$ cat src/rtl/toy_alu8_pkg.sv
package toy_alu8_pkg;
  typedef enum logic [3:0] {
    OPC_HALT   = 4'b0000,
    OPC_SHIFT  = 4'b0001,
    OPC_NOT    = 4'b0010,
    OPC_BRANCH = 4'b0011,
    OPC_STORE  = 4'b0100,
    OPC_LOAD   = 4'b0101,
    OPC_ADD    = 4'b0110,
    OPC_XOR    = 4'b0111,
    OPC_OR     = 4'b1000,
    OPC_AND    = 4'b1001
  } alu_opc_e;
endpackage

$ cat src/rtl/alu_ripple_add.sv
module alu_ripple_add #(
  parameter int W = 8
) (
  input  logic [W-1:0] a,
  input  logic [W-1:0] b,
  output logic [W-1:0] sum
);
  logic [W:0] carry;
  assign carry[0] = 1'b0;

  // One full adder per column; carry out of the top column is dropped
  for (genvar i = 0; i < W; i++) begin : g_col
    logic half;
    assign half       = a[i] ^ b[i];
    assign sum[i]     = half ^ carry[i];
    assign carry[i+1] = (half & carry[i]) | (a[i] & b[i]);
  end

  logic unused_cout;
  assign unused_cout = carry[W];
endmodule

$ cat src/rtl/alu_signed_shift.sv
module alu_signed_shift #(
  parameter int W = 8
) (
  input  logic [W-1:0] a,
  input  logic [W-1:0] cnt,
  output logic [W-1:0] y
);
  localparam logic [W-1:0] ONE   = {{(W-1){1'b0}}, 1'b1};
  localparam logic [W-1:0] LIMIT = W[W-1:0];

  logic         to_left;
  logic [W-1:0] mag;
  logic         too_far;

  assign to_left = cnt[W-1];
  assign mag     = to_left ? (~cnt + ONE) : cnt;
  assign too_far = (mag >= LIMIT);

  always_comb begin
    if (too_far)      y = '0;
    else if (to_left) y = a << mag;
    else              y = a >> mag;
  end
endmodule

$ cat src/rtl/alu_bitwise.sv
module alu_bitwise #(
  parameter int W = 8
) (
  input  logic [W-1:0] a,
  input  logic [W-1:0] b,
  output logic [W-1:0] y_and,
  output logic [W-1:0] y_or,
  output logic [W-1:0] y_xor,
  output logic [W-1:0] y_not
);
  assign y_and = a & b;
  assign y_or  = a | b;
  assign y_xor = a ^ b;
  assign y_not = ~a;
endmodule

$ cat src/rtl/toy_alu8.sv
module toy_alu8
  import toy_alu8_pkg::*;
#(
  parameter int W   = 8,
  parameter int OPW = 4
) (
  input  logic           clk,
  input  logic           rst,
  input  logic [W-1:0]   op_a,
  input  logic [W-1:0]   op_b,
  input  logic [OPW-1:0] opcode,
  output logic [W-1:0]   result,
  output logic           zero
);
  logic [W-1:0] s_and, s_or, s_xor, s_not, s_add, s_shf;
  logic [W-1:0] res_d;

  alu_bitwise #(.W(W)) u_bitwise (
    .a(op_a), .b(op_b),
    .y_and(s_and), .y_or(s_or), .y_xor(s_xor), .y_not(s_not)
  );

  alu_ripple_add #(.W(W)) u_add (
    .a(op_a), .b(op_b), .sum(s_add)
  );

  alu_signed_shift #(.W(W)) u_shift (
    .a(op_a), .cnt(op_b), .y(s_shf)
  );

  always_comb begin
    unique case (opcode)
      OPC_AND:   res_d = s_and;
      OPC_OR:    res_d = s_or;
      OPC_XOR:   res_d = s_xor;
      OPC_ADD:   res_d = s_add;
      OPC_NOT:   res_d = s_not;
      OPC_SHIFT: res_d = s_shf;
      default:   res_d = '0;
    endcase
  end

  always_ff @(posedge clk) begin
    if (rst) begin
      result <= '0;
      zero   <= 1'b1;
    end else begin
      result <= res_d;
      zero   <= (res_d == '0);
    end
  end
endmodule

$ cat config.mk
export PLATFORM = sky130hd
export DESIGN_NAME = toy_alu8
export DESIGN_NICKNAME = d
export VERILOG_FILES = /design/src/rtl/toy_alu8_pkg.sv /design/src/rtl/alu_ripple_add.sv /design/src/rtl/alu_signed_shift.sv /design/src/rtl/alu_bitwise.sv /design/src/rtl/toy_alu8.sv
export SDC_FILE = /design/constraint.sdc
export NUM_CORES = 1
export LEC_CHECK = 0
export ABC_AREA = 1
export BUFFER_PORTS_ARGS = -buffer_cell sky130_fd_sc_hd__buf_4
export CAP_MARGIN = 20
export CORE_MARGIN = 2
export CORE_UTILIZATION = 50
export DETAILED_ROUTE_END_ITERATION = 10
export PLACE_DENSITY = 0.73
export SLEW_MARGIN = 10
export SYNTH_ARGS = -nofsm -noshare
export SYNTH_HDL_FRONTEND = slang
export SYNTH_SLANG_ARGS = --single-unit
$ cat constraint.sdc
create_clock -name clk -period 4.4 [get_ports clk]
set_clock_uncertainty 0.15 [all_clocks]
set_input_delay 0 -clock clk [delete_from_list [all_inputs] [get_ports clk]]
set_output_delay 0 -clock clk [all_outputs]
set_load 0.05 [all_outputs]
==> metrics.md, run 1 <==
| Metric | Value |
|---|---|
| # setup viols final | `0` |
| Fin util | `0.603` |
| Unrepaired setup endpoints after global routing | `false` |
| Largest area contributor in the netlist | `nand2_1` |
| Antenna cells | `0` |
| First-pass GRT wire length | `8040 um` |
| CTS root buf | `clkbuf_4` |
| CTS resizes | `0` |
| Starting Density | `0.533` |
| Max-cap viol count | `0` |
| Design Area, Final | `2060 um^2` |
| Slew margin rel. | `0.606` |
| Routability cong. | `0.905` |
| Initial antenna violation count | `0` |
| Top post-synthesis cells by area | `nand2_1, ha_1, nand3_1` |
| Power Total | `0.000341 W` |
| Most common cell in the netlist | `nand2_1` |
| Met3 Track Usage GR | `0.0123` |
| Busiest grt layer | `met2` |
| Outcome | `finished clean` |
| PwrDens | `166 nW/um^2` |
| Die Width | `64.4 um` |
| Asr flop ratio synth | `0` |
| Final Max Slew Viols | `0` |
| Total track usage | `0.242` |
| GR Util met2 | `0.398` |
| Placed cell areas | `2020 um^2` |
| Post-Synthesis Cell Area | `1820 um^2` |
| Min Tclk post-route | `3.39 ns` |
| Drt wl/cell | `13.4 um` |
| Synth-to-Final Area Change | `13.0%` |
| Num Clock Sinks | `9` |
| First-pass DRT Iterations | `4` |
| Largest net degree at the start of global routing | `19` |
| Register bit count reported by yosys | `9` |
| Mapped Cells | `275` |
| Critical path launch point type | `primary input` |
| Tcrit/Tclk final | `0.771` |
| Peak supply drop | `0.0630 mV` |
| Final Hold Viols | `0` |
| Leak Pwr | `1.08 nW` |
| Setup WS post-layout | `1.01 ns` |
| Total wire length | `4650 um` |
| Synth warn | `0` |
| DP Worst Slack | `0.775 ns` |
| Hold Crit Class | `primary input to flip-flop` |
| Data arrival, critical path | `3.42 ns` |
| Achievable Freq | `0.295 GHz` |
| Mean area per synthesized cell | `6.62 um^2` |
| Die area | `4140 um^2` |
| Die Y | `64.4 um` |
| Crit. End Element | `flip-flop` |
| CP required | `4.43 ns` |
| Initial drt markers | `137` |
| Share of layout cells above drive strength 1 | `0.206` |
| Worst-case clock buffer depth | `2` |
| Post-synthesis sequential area ratio | `0.0989` |
| Core area | `3420 um^2` |
| Post-synth EDFFs | `0` |
| Top cells by count, synth | `nand2_1, nand3_1, inv_1` |
| Ys flop type | `dfxtp_1` |
| Final nets | `348` |
| Post-DP HPWL | `3790 um` |
| Synth top area share | `0.128` |
| Via count | `1,898` |
| I/O Pins | `31` |
| DRC Markers | `0` |
| Slew at the pin with the worst max-slew slack | `0.577 ns` |
| Crit-path max FO | `12` |
| GRT met1 Usage | `0.346` |
| Post-Syn Nets | `321` |
| Yosys cell types | `38` |
| CTS tree | `done` |
| Routed vias/inst | `5.47` |
| Htree depth | `1` |
| Fill cells | `338` |
| Final antenna-violating net count | `0` |
| Num CTS Buffers | `3` |
| PortBufs | `30` |
| Setup_tns | `0 ns` |
| Clk slew on worst S/H paths | `0.05 ns` |
| Global route overflow | `0` |
| Number of global-route vias before repair | `1,778` |
| Rows | `21` |
| Critical path type | `primary input to flip-flop` |
## registers in the layout, indices dropped and copies added, names as in the netlist
register and cells:
result 8, zero 1
## metrics by stage
stage	std cells	hold WS (ns)
2_1_floorplan	275	0.0985
3_3_place_gp	342	0.0895
3_5_place_dp	342	0.0905
4_1_cts	347	0.0340
5_1_grt	347	0.0625
6_report	347	0.0377
## layout make-up
class | count | area, um^2 | area share
well taps | 46 | 57.6 | 0.0280
flip-flops and latches | 9 | 180 | 0.0875
clock buffers | 4 | 26.3 | 0.0128
inverters | 35 | 136 | 0.0663
multi-input cells | 222 | 1420 | 0.691
repair buffers | 31 | 235 | 0.114
## critical path: stages
cell	delay (ns)
buf_4	0.18
ha_1	0.17
inv_1	0.06
fa_1	0.35
inv_1	0.07
fa_1	0.16
inv_1	0.05
fa_1	0.38
fa_1	0.40
fa_1	0.37
inv_1	0.08
fa_1	0.40
nand2_1	0.07
o21ai_0	0.07
a211oi_1	0.25
nand2_1	0.09
nor2_1	0.09
nand2_1	0.06
o21ai_1	0.12
## routing by layer
metal,vias to the layer above,part of all wire
met2,76,0.45
met4,0,0.014
met1,846,0.46
li1,972,-
met3,4,0.072
met5,-,0
## cell usage in the layout (no fill, tap or decap), drive strengths merged
cell,n
o2bb2ai,2
fa,6
nand3,41
xnor2,1
a2111oi,1
dfxtp,9
nor2,31
a311oi,1
inv,35
xor2,1
o21a,1
a211oi,5
clkbuf,4
o22ai,5
nor3,2
o21ai,11
a21oi,14
buf,30
a221oi,1
dlygate4sd3,1
nand4,12
nand2,69
ha,18
## kinds of logic (layout without fill, tap and decap cells)
group | Yosys count | in the layout | synth area share
and+or+nand+nor | 155 | 155 | 0.437
buffers and inverters | 44 | 70 | 0.120
DFF | 9 | 9 | 0.0989
adders and majority gates | 24 | 24 | 0.190
AOI/OAI and AO/OA | 41 | 41 | 0.145
xor gates and xnor gates | 2 | 2 | 0.00962
## worst paths after layout
kind | slack, ns | startpoint | to | cells past startpoint
max | 1.01 | op_b[0] | zero$_SDFF_PP1_ | 19
min | 0.04 | op_b[2] | result[2]$_SDFF_PP0_ | 4
## power breakdown
| part | switching, W | internal [W] |
|---|---|---|
| clock | 0.0000242 | 0.0000346 |
| combinational | 0.000127 | 0.0000671 |
| sequential | 0.00000120 | 0.0000867 |
| total | 0.000152 | 0.000188 |
## timing repair
action | 4_1_cts | 5_1_grt
setup buffers | 0 | 0
hold endpoints to repair | 9 | 0
hold buffers | 1 | 0
Power figures use the tool's default switching activity.
==> inputs of run 2 (changes only) <==
Settings changed: PLACE_DENSITY 0.73 to 0.76.
Clock period 4.4 ns to 2.75 ns, I/O delays scaled along.
==> metrics.md, run 2 (synthesis results as in run 1) <==
| Metric | Value |
|---|---|
| Most frequent cells in the layout | `nand2_1, buf_4, nand3_1 (was nand2_1, nand3_1, inv_1)` |
| Commonest non-fill, non-tap cell in the layout | `nand2_1 (unchanged)` |
| Die Y | `64.4 um (unchanged)` |
| Clk slew on worst S/H paths | `0.06 ns (was 0.05 ns)` |
| Data arrival, critical path | `3.01 ns (was 3.42 ns)` |
| Final antenna-violating net count | `0 (unchanged)` |
| PwrDens | `262 nW/um^2 (was 166 nW/um^2)` |
| Global route overflow | `0 (unchanged)` |
| DRC Markers | `0 (unchanged)` |
| First-pass DRT Iterations | `5 (was 4)` |
| Via count | `2,007 (was 1,898)` |
| Outcome | `finished with violations (was finished clean)` |
| Num Clock Sinks | `9 (unchanged)` |
| Min Tclk post-route | `2.96 ns` |
| Initial antenna violation count | `0 (unchanged)` |
| Synth-to-Final Area Change | `22.9% (was 13.0%)` |
| Crit. End Element | `flip-flop (unchanged)` |
| First-pass GRT wire length | `8550 um (was 8040 um)` |
| Total wire length | `5040 um (was 4650 um)` |
| CTS root buf | `clkbuf_4 (unchanged)` |
| Antenna cells | `0 (unchanged)` |
| Fill cells | `336 (was 338)` |
| # setup viols final | `2 (was 0)` |
| Fin cells | `363 (was 347)` |
| Share of layout cells above drive strength 1 | `0.290 (was 0.206)` |
| Rows | `21 (unchanged)` |
| Reg with most FFs | `result (unchanged)` |
| Htree depth | `1 (unchanged)` |
| Leak Pwr | `1.16 nW (was 1.08 nW)` |
| Final Max Slew Viols | `0 (unchanged)` |
| Critical path launch point type | `primary input (unchanged)` |
| Crit-path max FO | `2 (was 12)` |
| Setup WS post-layout | `-0.213 ns (was 1.01 ns)` |
| Final nets | `364 (was 348)` |
| Max-cap viol count | `0 (unchanged)` |
| Peak supply drop | `0.112 mV (was 0.0630 mV)` |
| Tcrit/Tclk final | `1.08` |
| Achievable Freq | `0.338 GHz` |
| Max reg flops | `8 (unchanged)` |
| Post-DP HPWL | `4000 um (was 3790 um)` |
| I/O Pins | `31 (unchanged)` |
| Die Width | `64.4 um (unchanged)` |
| Worst-case clock buffer depth | `2 (unchanged)` |
| Final Hold Viols | `0 (unchanged)` |
| Starting Density | `0.533 (unchanged)` |
| Placed insts | `356 (was 342)` |
| Hold Path Stages | `3 (was 4)` |
| Unrepaired setup endpoints after global routing | `true (was false)` |
| Number of global-route vias before repair | `1,833 (was 1,778)` |
| Routed vias/inst | `5.53 (was 5.47)` |
| PortBufs | `30 (unchanged)` |
| Total track usage | `0.260 (was 0.242)` |
| CP required | `2.79 ns (was 4.43 ns)` |
| DP Worst Slack | `-0.515 ns (was 0.775 ns)` |
| Initial drt markers | `182 (was 137)` |
| Slew at the pin with the worst max-slew slack | `0.634 ns (was 0.577 ns)` |
| Drt wl/cell | `13.9 um (was 13.4 um)` |
| CTS tree | `done (unchanged)` |
| Biggest regs | `result (8), zero (1) (unchanged)` |
| Core area | `3420 um^2 (unchanged)` |
| Num CTS Buffers | `3 (unchanged)` |
| Critical path type | `primary input to flip-flop (unchanged)` |
| Routability cong. | `0.977 (was 0.905)` |
| Largest net degree at the start of global routing | `19 (unchanged)` |
| Slew margin rel. | `0.576 (was 0.606)` |
| Failing checks | `setup timing` |
| Die area | `4140 um^2 (unchanged)` |
| Hold Crit Class | `primary input to flip-flop (unchanged)` |
run 2: changes by cell type in the layout (fill, tap and decap cells not counted), sizes merged:
cell and change:
buf +16
run 2: layout make-up:
| class | count | area (um^2) | area share |
|---|---|---|---|
| Multi-Input combinational cell | 222 | 1470 | 0.655 |
| Tap cell | 46 | 57.6 | 0.0257 |
| Timing Repair Buffer | 47 | 370 | 0.165 |
| Inverter | 35 | 139 | 0.0620 |
| Clock buffer | 4 | 26.3 | 0.0117 |
| Sequential cell | 9 | 180 | 0.0804 |
run 2: power breakdown:
part / internal, W / switching, W / leakage (nW)
combinational: 0.000132 / 0.000216 / 1.07
clock: 0.0000558 / 0.0000436 / 0.0150
sequential: 0.000139 / 0.00000196 / 0.0736
total: 0.000326 / 0.000261 / 1.16
run 2: timing repair:
item                                    4_1_cts  5_1_grt
endpoints found under the setup margin        3        4
setup buffers                                 1        1
pin swaps                                     1        1
gates resized for setup                       7        3
hold buffers                                  1        0
endpoints found under the hold margin         9        0
run 2: through the flow:
stage               cell area [um^2]  power (W)  utilization  hold WS [ns]  TNS [ns]
finish                          2240   0.000588        0.656        0.0606    -0.317
global route                    2240   0.000635        0.656        0.0697    -0.668
CTS                             2220   0.000583        0.651        0.0439    -0.252
detailed placement              2160   0.000478        0.632        0.0849     -1.48
global placement                2160   0.000472        0.632        0.0879     -1.36
floorplan                       1850   0.000375            -        0.0985    -0.380
run 2: final timing paths:
| kind | startpoint | endpoint |
|---|---|---|
| max | op_a[0] | zero$_SDFF_PP1_ |
| min | opcode[1] | result[0]$_SDFF_PP0_ |
run 2: worst max-delay path, stage by stage:
cell	delay, ns
buf_8	0.08
ha_4	0.13
inv_4	0.03
fa_2	0.32
inv_2	0.06
fa_2	0.19
inv_2	0.04
fa_2	0.33
fa_2	0.34
fa_2	0.34
inv_2	0.06
fa_1	0.39
nand2_1	0.10
o21ai_2	0.07
a211oi_2	0.18
nand2_1	0.07
nor2_1	0.09
nand2_1	0.05
o21ai_1	0.12
run 2: per-layer routing:
metal | share of wire | track usage | vias to the layer above
li1 | - | - | 1001
met1 | 0.44 | 0.357 | 909
met2 | 0.48 | 0.439 | 83
met3 | 0.055 | 0.0282 | 14
met4 | 0.019 | 0.0532 | 0
met5 | 0 | 0 | -
